### src/rtl/ecu_pkg.sv
package ecu_pkg;

    // Edge-select codes: bit 0 arms rising edges, bit 1 arms falling edges
    typedef enum logic [1:0] {
        SEL_NONE = 2'd0,
        SEL_RISE = 2'd1,
        SEL_FALL = 2'd2,
        SEL_BOTH = 2'd3
    } edge_sel_e;

    localparam int ADDR_W   = 8;
    localparam int DATA_W   = 32;
    localparam int MAX_CH   = 4;

    // Register byte offsets
    localparam logic [ADDR_W-1:0] OFS_CTRL  = 8'h00;
    localparam logic [ADDR_W-1:0] OFS_IEN   = 8'h04;
    localparam logic [ADDR_W-1:0] OFS_PEND  = 8'h08;
    localparam logic [ADDR_W-1:0] OFS_ACK   = 8'h0C;
    localparam logic [ADDR_W-1:0] OFS_SEL0  = 8'h10;
    localparam logic [ADDR_W-1:0] OFS_CAP0  = 8'h20;

    // Field positions
    localparam int RUN_BIT  = 10;
    localparam int PRE_LSB  = 4;
    localparam int CH_LSB   = 1;

endpackage

### src/rtl/ecu_timebase.sv
module ecu_timebase #(
    parameter int CNT_W = 32,
    parameter int PRE_W = 5
) (
    input  logic             clk,
    input  logic             rst_n,
    input  logic             en_i,
    input  logic [PRE_W-1:0] pre_i,
    output logic [CNT_W-1:0] cnt_o
);

    typedef struct packed {
        logic [PRE_W-1:0] div;
        logic [CNT_W-1:0] cnt;
    } tb_state_t;

    tb_state_t tb_d, tb_q;

    always_comb begin
        tb_d = tb_q;
        if (en_i) begin
            if (tb_q.div >= pre_i) begin
                tb_d.div = '0;
                tb_d.cnt = tb_q.cnt + 1'b1;
            end else begin
                tb_d.div = tb_q.div + 1'b1;
            end
        end else begin
            tb_d.div = '0;
        end
    end

    always_ff @(posedge clk or negedge rst_n) begin
        if (!rst_n) tb_q <= '0;
        else        tb_q <= tb_d;
    end

    assign cnt_o = tb_q.cnt;


    cnt_hold_chk: assert property (@(posedge clk) disable iff (!rst_n)
        !en_i |=> $stable(cnt_o));


    cnt_step_chk: assert property (@(posedge clk) disable iff (!rst_n)
        en_i |=> (cnt_o == $past(cnt_o)) || (cnt_o == $past(cnt_o) + 1'b1));

endmodule

### src/rtl/ecu_channel.sv
module ecu_channel
    import ecu_pkg::*;
#(
    parameter int CNT_W = 32
) (
    input  logic             clk,
    input  logic             rst_n,
    input  logic             pin_i,
    input  logic             run_i,
    input  logic             sel_wr_i,
    input  logic [1:0]       sel_wdata_i,
    input  logic [CNT_W-1:0] count_i,
    output logic [1:0]       sel_o,
    output logic [CNT_W-1:0] cap_o,
    output logic             evt_o
);

    typedef struct packed {
        logic             sync1;
        logic             sync2;
        logic             prev;
        edge_sel_e        sel;
        logic [CNT_W-1:0] cap;
    } ch_state_t;

    ch_state_t ch_d, ch_q;
    logic      rise_seen, fall_seen;

    assign rise_seen = ch_q.sync2 & ~ch_q.prev;
    assign fall_seen = ~ch_q.sync2 & ch_q.prev;

    always_comb begin
        evt_o = run_i & ((ch_q.sel[0] & rise_seen) | (ch_q.sel[1] & fall_seen));
        ch_d       = ch_q;
        ch_d.sync1 = pin_i;
        ch_d.sync2 = ch_q.sync1;
        ch_d.prev  = ch_q.sync2;
        if (sel_wr_i) ch_d.sel = edge_sel_e'(sel_wdata_i);
        if (evt_o)    ch_d.cap = count_i;
    end

    always_ff @(posedge clk or negedge rst_n) begin
        if (!rst_n) ch_q <= '0;
        else        ch_q <= ch_d;
    end

    assign sel_o = ch_q.sel;
    assign cap_o = ch_q.cap;


    cap_hold_chk: assert property (@(posedge clk) disable iff (!rst_n)
        !evt_o |=> $stable(cap_o));


    sel_none_chk: assert property (@(posedge clk) disable iff (!rst_n)
        (ch_q.sel == SEL_NONE) |-> !evt_o);

endmodule

### src/rtl/ecu_irq.sv
module ecu_irq #(
    parameter int NUM_CH = 4
) (
    input  logic              clk,
    input  logic              rst_n,
    input  logic [NUM_CH-1:0] evt_i,
    input  logic              en_wr_i,
    input  logic [NUM_CH-1:0] en_wdata_i,
    input  logic              ack_wr_i,
    input  logic [NUM_CH-1:0] ack_wdata_i,
    output logic [NUM_CH-1:0] en_o,
    output logic [NUM_CH-1:0] pend_o,
    output logic              irq_o
);

    typedef struct packed {
        logic [NUM_CH-1:0] en;
        logic [NUM_CH-1:0] pend;
    } irq_state_t;

    irq_state_t ir_d, ir_q;
    logic [NUM_CH-1:0] clr_mask;

    always_comb begin
        clr_mask = ack_wr_i ? ack_wdata_i : '0;
        ir_d     = ir_q;
        if (en_wr_i) ir_d.en = en_wdata_i;
        ir_d.pend = (ir_q.pend & ~clr_mask) | evt_i;
    end

    always_ff @(posedge clk or negedge rst_n) begin
        if (!rst_n) ir_q <= '0;
        else        ir_q <= ir_d;
    end

    assign en_o   = ir_q.en;
    assign pend_o = ir_q.pend;
    assign irq_o  = |(ir_q.pend & ir_q.en);


    pend_set_chk: assert property (@(posedge clk) disable iff (!rst_n)
        (|evt_i) |=> ((pend_o & $past(evt_i)) == $past(evt_i)));


    ack_clr_chk: assert property (@(posedge clk) disable iff (!rst_n)
        ack_wr_i |=> ((pend_o & $past(ack_wdata_i) & ~$past(evt_i)) == '0));


    irq_mask_chk: assert property (@(posedge clk) disable iff (!rst_n)
        (en_o == '0) |-> !irq_o);

endmodule

### src/rtl/edge_capture_unit.sv
module edge_capture_unit
    import ecu_pkg::*;
#(
    parameter int NUM_CH = 4,
    parameter int CNT_W  = 32,
    parameter int PRE_W  = 5
) (
    input  logic              clk,
    input  logic              rst_n,
    input  logic [7:0]        bus_addr,
    input  logic              bus_wr,
    input  logic [31:0]       bus_wdata,
    output logic [31:0]       bus_rdata,
    input  logic [NUM_CH-1:0] cap_in,
    output logic              irq
);

    localparam int SEL_STRIDE = 4;

    typedef struct packed {
        logic             run;
        logic [PRE_W-1:0] pre;
    } ctrl_t;

    ctrl_t ctrl_d, ctrl_q;

    logic [CNT_W-1:0]  count;
    logic [NUM_CH-1:0] evt_vec;
    logic [NUM_CH-1:0] en_vec, pend_vec;
    logic [1:0]        sel_arr [NUM_CH];
    logic [CNT_W-1:0]  cap_arr [NUM_CH];
    logic              ctrl_wr, ien_wr, ack_wr;
    logic              unused_wbits;

    assign unused_wbits = ^bus_wdata;

    assign ctrl_wr = bus_wr && (bus_addr == OFS_CTRL);
    assign ien_wr  = bus_wr && (bus_addr == OFS_IEN);
    assign ack_wr  = bus_wr && (bus_addr == OFS_ACK);

    always_comb begin
        ctrl_d = ctrl_q;
        if (ctrl_wr) begin
            ctrl_d.run = bus_wdata[RUN_BIT];
            ctrl_d.pre = bus_wdata[PRE_LSB +: PRE_W];
        end
    end

    always_ff @(posedge clk or negedge rst_n) begin
        if (!rst_n) ctrl_q <= '0;
        else        ctrl_q <= ctrl_d;
    end

    ecu_timebase #(.CNT_W(CNT_W), .PRE_W(PRE_W)) u_timebase (
        .clk   (clk),
        .rst_n (rst_n),
        .en_i  (ctrl_q.run),
        .pre_i (ctrl_q.pre),
        .cnt_o (count)
    );

    for (genvar g = 0; g < NUM_CH; g++) begin : g_ch
        localparam logic [7:0] SEL_OFS = 8'(OFS_SEL0 + SEL_STRIDE * g);
        logic sel_wr;
        assign sel_wr = bus_wr && (bus_addr == SEL_OFS);

        ecu_channel #(.CNT_W(CNT_W)) u_ch (
            .clk         (clk),
            .rst_n       (rst_n),
            .pin_i       (cap_in[g]),
            .run_i       (ctrl_q.run),
            .sel_wr_i    (sel_wr),
            .sel_wdata_i (bus_wdata[1:0]),
            .count_i     (count),
            .sel_o       (sel_arr[g]),
            .cap_o       (cap_arr[g]),
            .evt_o       (evt_vec[g])
        );
    end

    ecu_irq #(.NUM_CH(NUM_CH)) u_irq (
        .clk         (clk),
        .rst_n       (rst_n),
        .evt_i       (evt_vec),
        .en_wr_i     (ien_wr),
        .en_wdata_i  (bus_wdata[CH_LSB +: NUM_CH]),
        .ack_wr_i    (ack_wr),
        .ack_wdata_i (bus_wdata[CH_LSB +: NUM_CH]),
        .en_o        (en_vec),
        .pend_o      (pend_vec),
        .irq_o       (irq)
    );

    always_comb begin
        bus_rdata = '0;
        if (bus_addr == OFS_CTRL) begin
            bus_rdata[RUN_BIT]           = ctrl_q.run;
            bus_rdata[PRE_LSB +: PRE_W]  = ctrl_q.pre;
        end else if (bus_addr == OFS_IEN) begin
            bus_rdata[CH_LSB +: NUM_CH]  = en_vec;
        end else if (bus_addr == OFS_PEND) begin
            bus_rdata[CH_LSB +: NUM_CH]  = pend_vec;
        end
        for (int i = 0; i < NUM_CH; i++) begin
            if (bus_addr == 8'(OFS_SEL0 + SEL_STRIDE * i)) bus_rdata = {30'd0, sel_arr[i]};
            if (bus_addr == 8'(OFS_CAP0 + SEL_STRIDE * i)) bus_rdata = 32'(cap_arr[i]);
        end
    end


    idle_no_evt_chk: assert property (@(posedge clk) disable iff (!rst_n)
        !ctrl_q.run |-> (evt_vec == '0));

endmodule

### config.mk
export PLATFORM = sky130hd
export DESIGN_NAME = edge_capture_unit
export DESIGN_NICKNAME = d
export VERILOG_FILES = /design/src/rtl/ecu_pkg.sv /design/src/rtl/ecu_timebase.sv /design/src/rtl/ecu_channel.sv /design/src/rtl/ecu_irq.sv /design/src/rtl/edge_capture_unit.sv
export SDC_FILE = /design/constraint.sdc
export NUM_CORES = 1
export LEC_CHECK = 0
export CAP_MARGIN = 20
export CORE_MARGIN = 3
export CORE_UTILIZATION = 50
export CTS_CLUSTER_SIZE = 14
export DETAILED_ROUTE_END_ITERATION = 7
export HOLD_SLACK_MARGIN = 0.15
export PLACE_DENSITY = 0.84
export SYNTH_ARGS = -nofsm -noshare
export SYNTH_HDL_FRONTEND = slang
export SYNTH_SLANG_ARGS = --single-unit
### constraint.sdc
create_clock -name clk -period 2.2 [get_ports clk]
set_input_delay 0.33 -clock clk [delete_from_list [all_inputs] [get_ports clk]]
set_output_delay 0.33 -clock clk [all_outputs]
set_load 0.05 [all_outputs]
==> impl_metrics.sql <==
INSERT INTO impl_metrics (metric_group, metric, value, unit) VALUES
('hold_path', 'worst_hold_path_type', 'in -> reg', ''),
('cts', 'numCtsBuffers', '17', ''),
('routing', 'route.final.wire_length', '21920', 'um'),
('die', 'floorplan.die.width', '139.8', 'um'),
('critical_path', 'crit_type', 'in -> out', ''),
('sta', 'layout_min_cycle_time', '2.165', 'ns'),
('global_route', 'grt_first_pass_wirelength', '36070', 'um'),
('cts', 'h_tree_depth', '4', ''),
('yosys', 'post_synth_inst_count', '740', ''),
('global_route', 'met1_usage', '29.00', '%'),
('cts', 'cts_buffer_depth', '2', ''),
('routing', 'final_antenna_violating_net_count', '0', ''),
('pwr', 'power-per-cell-area', '622.0', 'nW/um^2'),
('yosys', 'synth.ff_latch_count', '199', ''),
('critical_path', 'crit_required', '1.87', 'ns'),
('global_route', 'number_of_global_route_vias_before_repair', '6937', ''),
('sta', 'totalNegativeSetupSlack', '0', 'ns'),
('yosys', 'synth-seq-area-share', '55.67', '%'),
('critical_path', 'worst_path_max_delay_cell', 'sky130_fd_sc_hd__a221o_1', ''),
('routing', 'avgRoutedWirePerCell', '20.39', 'um'),
('cts', 'tritoncts', 'done', ''),
('sta', 'timing.final.max_slew_violations', '0', ''),
('outcome', 'run_status', 'complete, no violations', ''),
('global_route', 'gr-usage-met3', '4.502', '%'),
('yosys', 'synth-async-reset-ratio', '100.0', '%'),
('cts', 'clock_sink_count', '199', ''),
('global_route', 'globalRouteMet2Util', '39.55', '%'),
('job', 'max-cap-violations', '0', ''),
('placed_design', 'detailedPlacementHpwl', '13280', 'um'),
('placed_design', 'gp_routability_congestion', '0.8365', ''),
('yosys', 'synth_warnings', '0', ''),
('global_route', 'number_of_antenna_violations_at_the_first_check_in_global_routing', '0', ''),
('yosys', 'synth-main-ff-cell', 'sky130_fd_sc_hd__dfrtp_1', ''),
('die', 'fp.coreArea', '17420', 'um^2'),
('global_route', 'grt_remaining_overflow', '0', ''),
('yosys', 'synth_enable_flop_cells', '0', ''),
('global_route', 'grt_usage', '23.11', '%'),
('cts', 'buffer_cell_driving_the_clock_tree_root', 'sky130_fd_sc_hd__clkbuf_16', ''),
('critical_path', 'crit_arrival', '1.83', 'ns'),
('layout', 'fillers', '1221', ''),
('yosys', 'synth_cell_types', '45', ''),
('die', 'die_h', '139.8', 'um'),
('die', 'io-pin-count', '80', ''),
('critical_path', 'setup.worst_path.start_class', 'input port', ''),
('routing', 'vias', '6415', ''),
('placed_design', 'placement.cell_area', '10690', 'um^2'),
('routing', 'detailedRoute.firstPassIterationCount', '5', ''),
('layout', 'multi_input_comb_area', '4078', 'um^2'),
('layout', 'finalInstanceArea', '11530', 'um^2'),
('pwr', 'irDropWorstVdd', '0.0006112', 'V'),
('yosys', 'synth_nets', '794', ''),
('critical_path', 'critPathTopFamily', 'buffers and inverters', ''),
('die', 'floorplan.die_area', '19530', 'um^2'),
('sta', 'fin_worst_skew', '0.007007', 'ns'),
('sta', 'worst_slew_margin_rel', '66.29', '%'),
('sta', 'finalHoldViolCount', '0', ''),
('routing', 'avg_vias_per_cell', '5.967', ''),
('die', 'rows', '48', ''),
('layout', 'num_antenna_cells', '0', ''),
('critical_path', 'cp-end-kind', 'primary output', ''),
('sta', 'final_critical_path_setup_slack', '0.03504', 'ns'),
('sta', 'timing.fmax', '461.9', 'MHz'),
('layout', 'finish.utilization', '66.19', '%'),
('yosys', 'synthesis.area_per_instance', '12.09', 'um^2'),
('routing', 'remaining_drc_errors', '0', ''),
('global_route', 'layer_with_the_highest_usage', 'met2', ''),
('layout', 'fin_nets', '891', ''),
('yosys', 'syn-cell-area', '8945', 'um^2'),
('sta', 'setup_viol', '0', ''),
('layout', 'drive_gt1_share', '38.12', '%'),
('critical_path', 'crit_chain', 'clkdlybuf4s15_2 -> nor2b_4 -> buf_4 -> and3_4 -> bufbuf_16 -> a221o_1 -> buf_12', '');
==> per-layer routing <==
layer  vias to the layer above  wire length (um)
met2                       228             11300
met5                         -                 0
met3                        49              1056
li1                       2862                 -
met1                      3276              8965
met4                         0               597
==> logic make-up (layout without fill, tap and decap cells) <==
logic type	after synthesis	after routing	share of synthesized area (%)
buf+inv	57	167	2.644
compound gates	121	121	8.645
xor+xnor	34	34	3.329
simple gates	162	162	8.896
fa+ha+maj	7	7	0.9791
mux	160	160	19.83
flops	199	199	55.67
==> layout by cell type (no fill, tap or decap), types with 4 or more instances in the layout <==
cell and count:
sky130_fd_sc_hd__a22oi_1 22, sky130_fd_sc_hd__o21ai_4 11, sky130_fd_sc_hd__nor3_1 17, sky130_fd_sc_hd__inv_1 12, sky130_fd_sc_hd__dfrtp_1 198, sky130_fd_sc_hd__nand3_1 15
sky130_fd_sc_hd__clkbuf_16 17, sky130_fd_sc_hd__o21ai_0 27, sky130_fd_sc_hd__and3_1 5, sky130_fd_sc_hd__nand3b_1 6, sky130_fd_sc_hd__nand4_1 8, sky130_fd_sc_hd__buf_4 47
sky130_fd_sc_hd__nor2_1 26, sky130_fd_sc_hd__mux2_2 128, sky130_fd_sc_hd__a22o_1 7, sky130_fd_sc_hd__nor2b_1 5, sky130_fd_sc_hd__a31oi_1 8, sky130_fd_sc_hd__a22oi_2 12
sky130_fd_sc_hd__buf_6 4, sky130_fd_sc_hd__clkdlybuf4s50_1 15, sky130_fd_sc_hd__o21ai_2 14, sky130_fd_sc_hd__inv_6 4, sky130_fd_sc_hd__ha_1 7, sky130_fd_sc_hd__mux2i_1 31
sky130_fd_sc_hd__xor2_1 21, sky130_fd_sc_hd__buf_12 44, sky130_fd_sc_hd__a21oi_1 4, sky130_fd_sc_hd__xnor2_1 13, sky130_fd_sc_hd__clkinvlp_4 6, sky130_fd_sc_hd__nand2_1 57
==> per-stage QoR <==
step                power [mW]  hold WS, ns  instances
floorplan                3.991      0.03441        740
global placement         4.222       0.3363       1032
detailed placement       4.235       0.3347       1032
CTS                      7.197       0.3133       1070
global route             7.425       0.3105       1075
finish                   7.170       0.3256       1075
==> report_power, final <==
part | switching, mW | internal, mW | total [mW]
clock network | 1.49 | 1.49 | 2.98
registers | 0.0724 | 3.71 | 3.78
logic | 0.232 | 0.179 | 0.412
total | 1.80 | 5.38 | 7.17
==> synth_stat cells, types with 5 or more instances <==
library cell | instances | area, um^2
sky130_fd_sc_hd__a31oi_1 | 8 | 50.05
sky130_fd_sc_hd__mux2_2 | 128 | 1441
sky130_fd_sc_hd__buf_2 | 5 | 25.02
sky130_fd_sc_hd__nor3_1 | 19 | 95.09
sky130_fd_sc_hd__mux2i_1 | 31 | 310.3
sky130_fd_sc_hd__a22oi_1 | 34 | 255.2
sky130_fd_sc_hd__xnor2_1 | 13 | 113.9
sky130_fd_sc_hd__nand3b_1 | 6 | 45.04
sky130_fd_sc_hd__nand2_1 | 58 | 217.7
sky130_fd_sc_hd__o21ai_0 | 53 | 265.3
sky130_fd_sc_hd__nand3_1 | 16 | 80.08
sky130_fd_sc_hd__inv_1 | 12 | 45.04
sky130_fd_sc_hd__clkbuf_1 | 33 | 123.9
sky130_fd_sc_hd__nor2b_1 | 7 | 43.79
sky130_fd_sc_hd__dfrtp_1 | 199 | 4980
sky130_fd_sc_hd__xor2_1 | 21 | 183.9
sky130_fd_sc_hd__nand4_1 | 8 | 50.05
sky130_fd_sc_hd__and3_1 | 7 | 43.79
sky130_fd_sc_hd__a22o_1 | 7 | 61.31
sky130_fd_sc_hd__nor2_1 | 27 | 101.4
sky130_fd_sc_hd__ha_1 | 7 | 87.58
==> path summary, 6_finish.rpt <==
kind	from	to	slack [ns]	cells after the start
worst max-delay path	bus_addr[5]	bus_rdata[30]	0.04	7
worst min-delay path	cap_in[2]	g_ch[2].u_ch.ch_d[35]	0.33	1
worst max register to register	ctrl_q[4]	u_timebase.cnt_o[31]	0.11	8
worst min register to register	g_ch[0].u_ch.ch_d[35]	g_ch[0].u_ch.ch_d[34]	0.36	0
max in group asynchronous	rst_n	g_ch[1].u_ch.sel_o[0]	1.07	3
min in group asynchronous	rst_n	g_ch[0].u_ch.cap_o[7]	0.42	2
==> cell type report <==
type	instances	share of cell area, %
timing repair buffer	123	13.72
multi-input combinational	484	35.37
tap	225	2.442
clock inverter	15	1.172
clock buffer	17	3.690
sequential	199	43.21
inverter	12	0.3908
==> sequential cells by signal, indices dropped and copies added, names as in the netlist <==
| name | count |
|---|---|
| g_ch.u_ch.cap_o | 128 |
| u_irq.pend_o | 4 |
| g_ch.u_ch.sel_o | 8 |
| u_timebase.tb_q | 5 |
| u_timebase.cnt_o | 32 |
| ctrl_q | 6 |
| u_irq.en_o | 4 |
| g_ch.u_ch.ch_d | 8 |
| g_ch.u_ch.ch_q | 4 |
==> what timing repair did <==
| item | 4_1_cts | 5_1_grt |
|---|---|---|
| resized for setup | 39 | 14 |
| hold endpoints to repair | 54 | 0 |
| gates cloned | 2 | 0 |
| setup endpoints to repair | 32 | 19 |
| hold buffers | 1 | 0 |
| buffers inserted | 4 | 5 |
| pin swaps | 6 | 4 |
No activity file was read; power rests on OpenSTA's default activity.
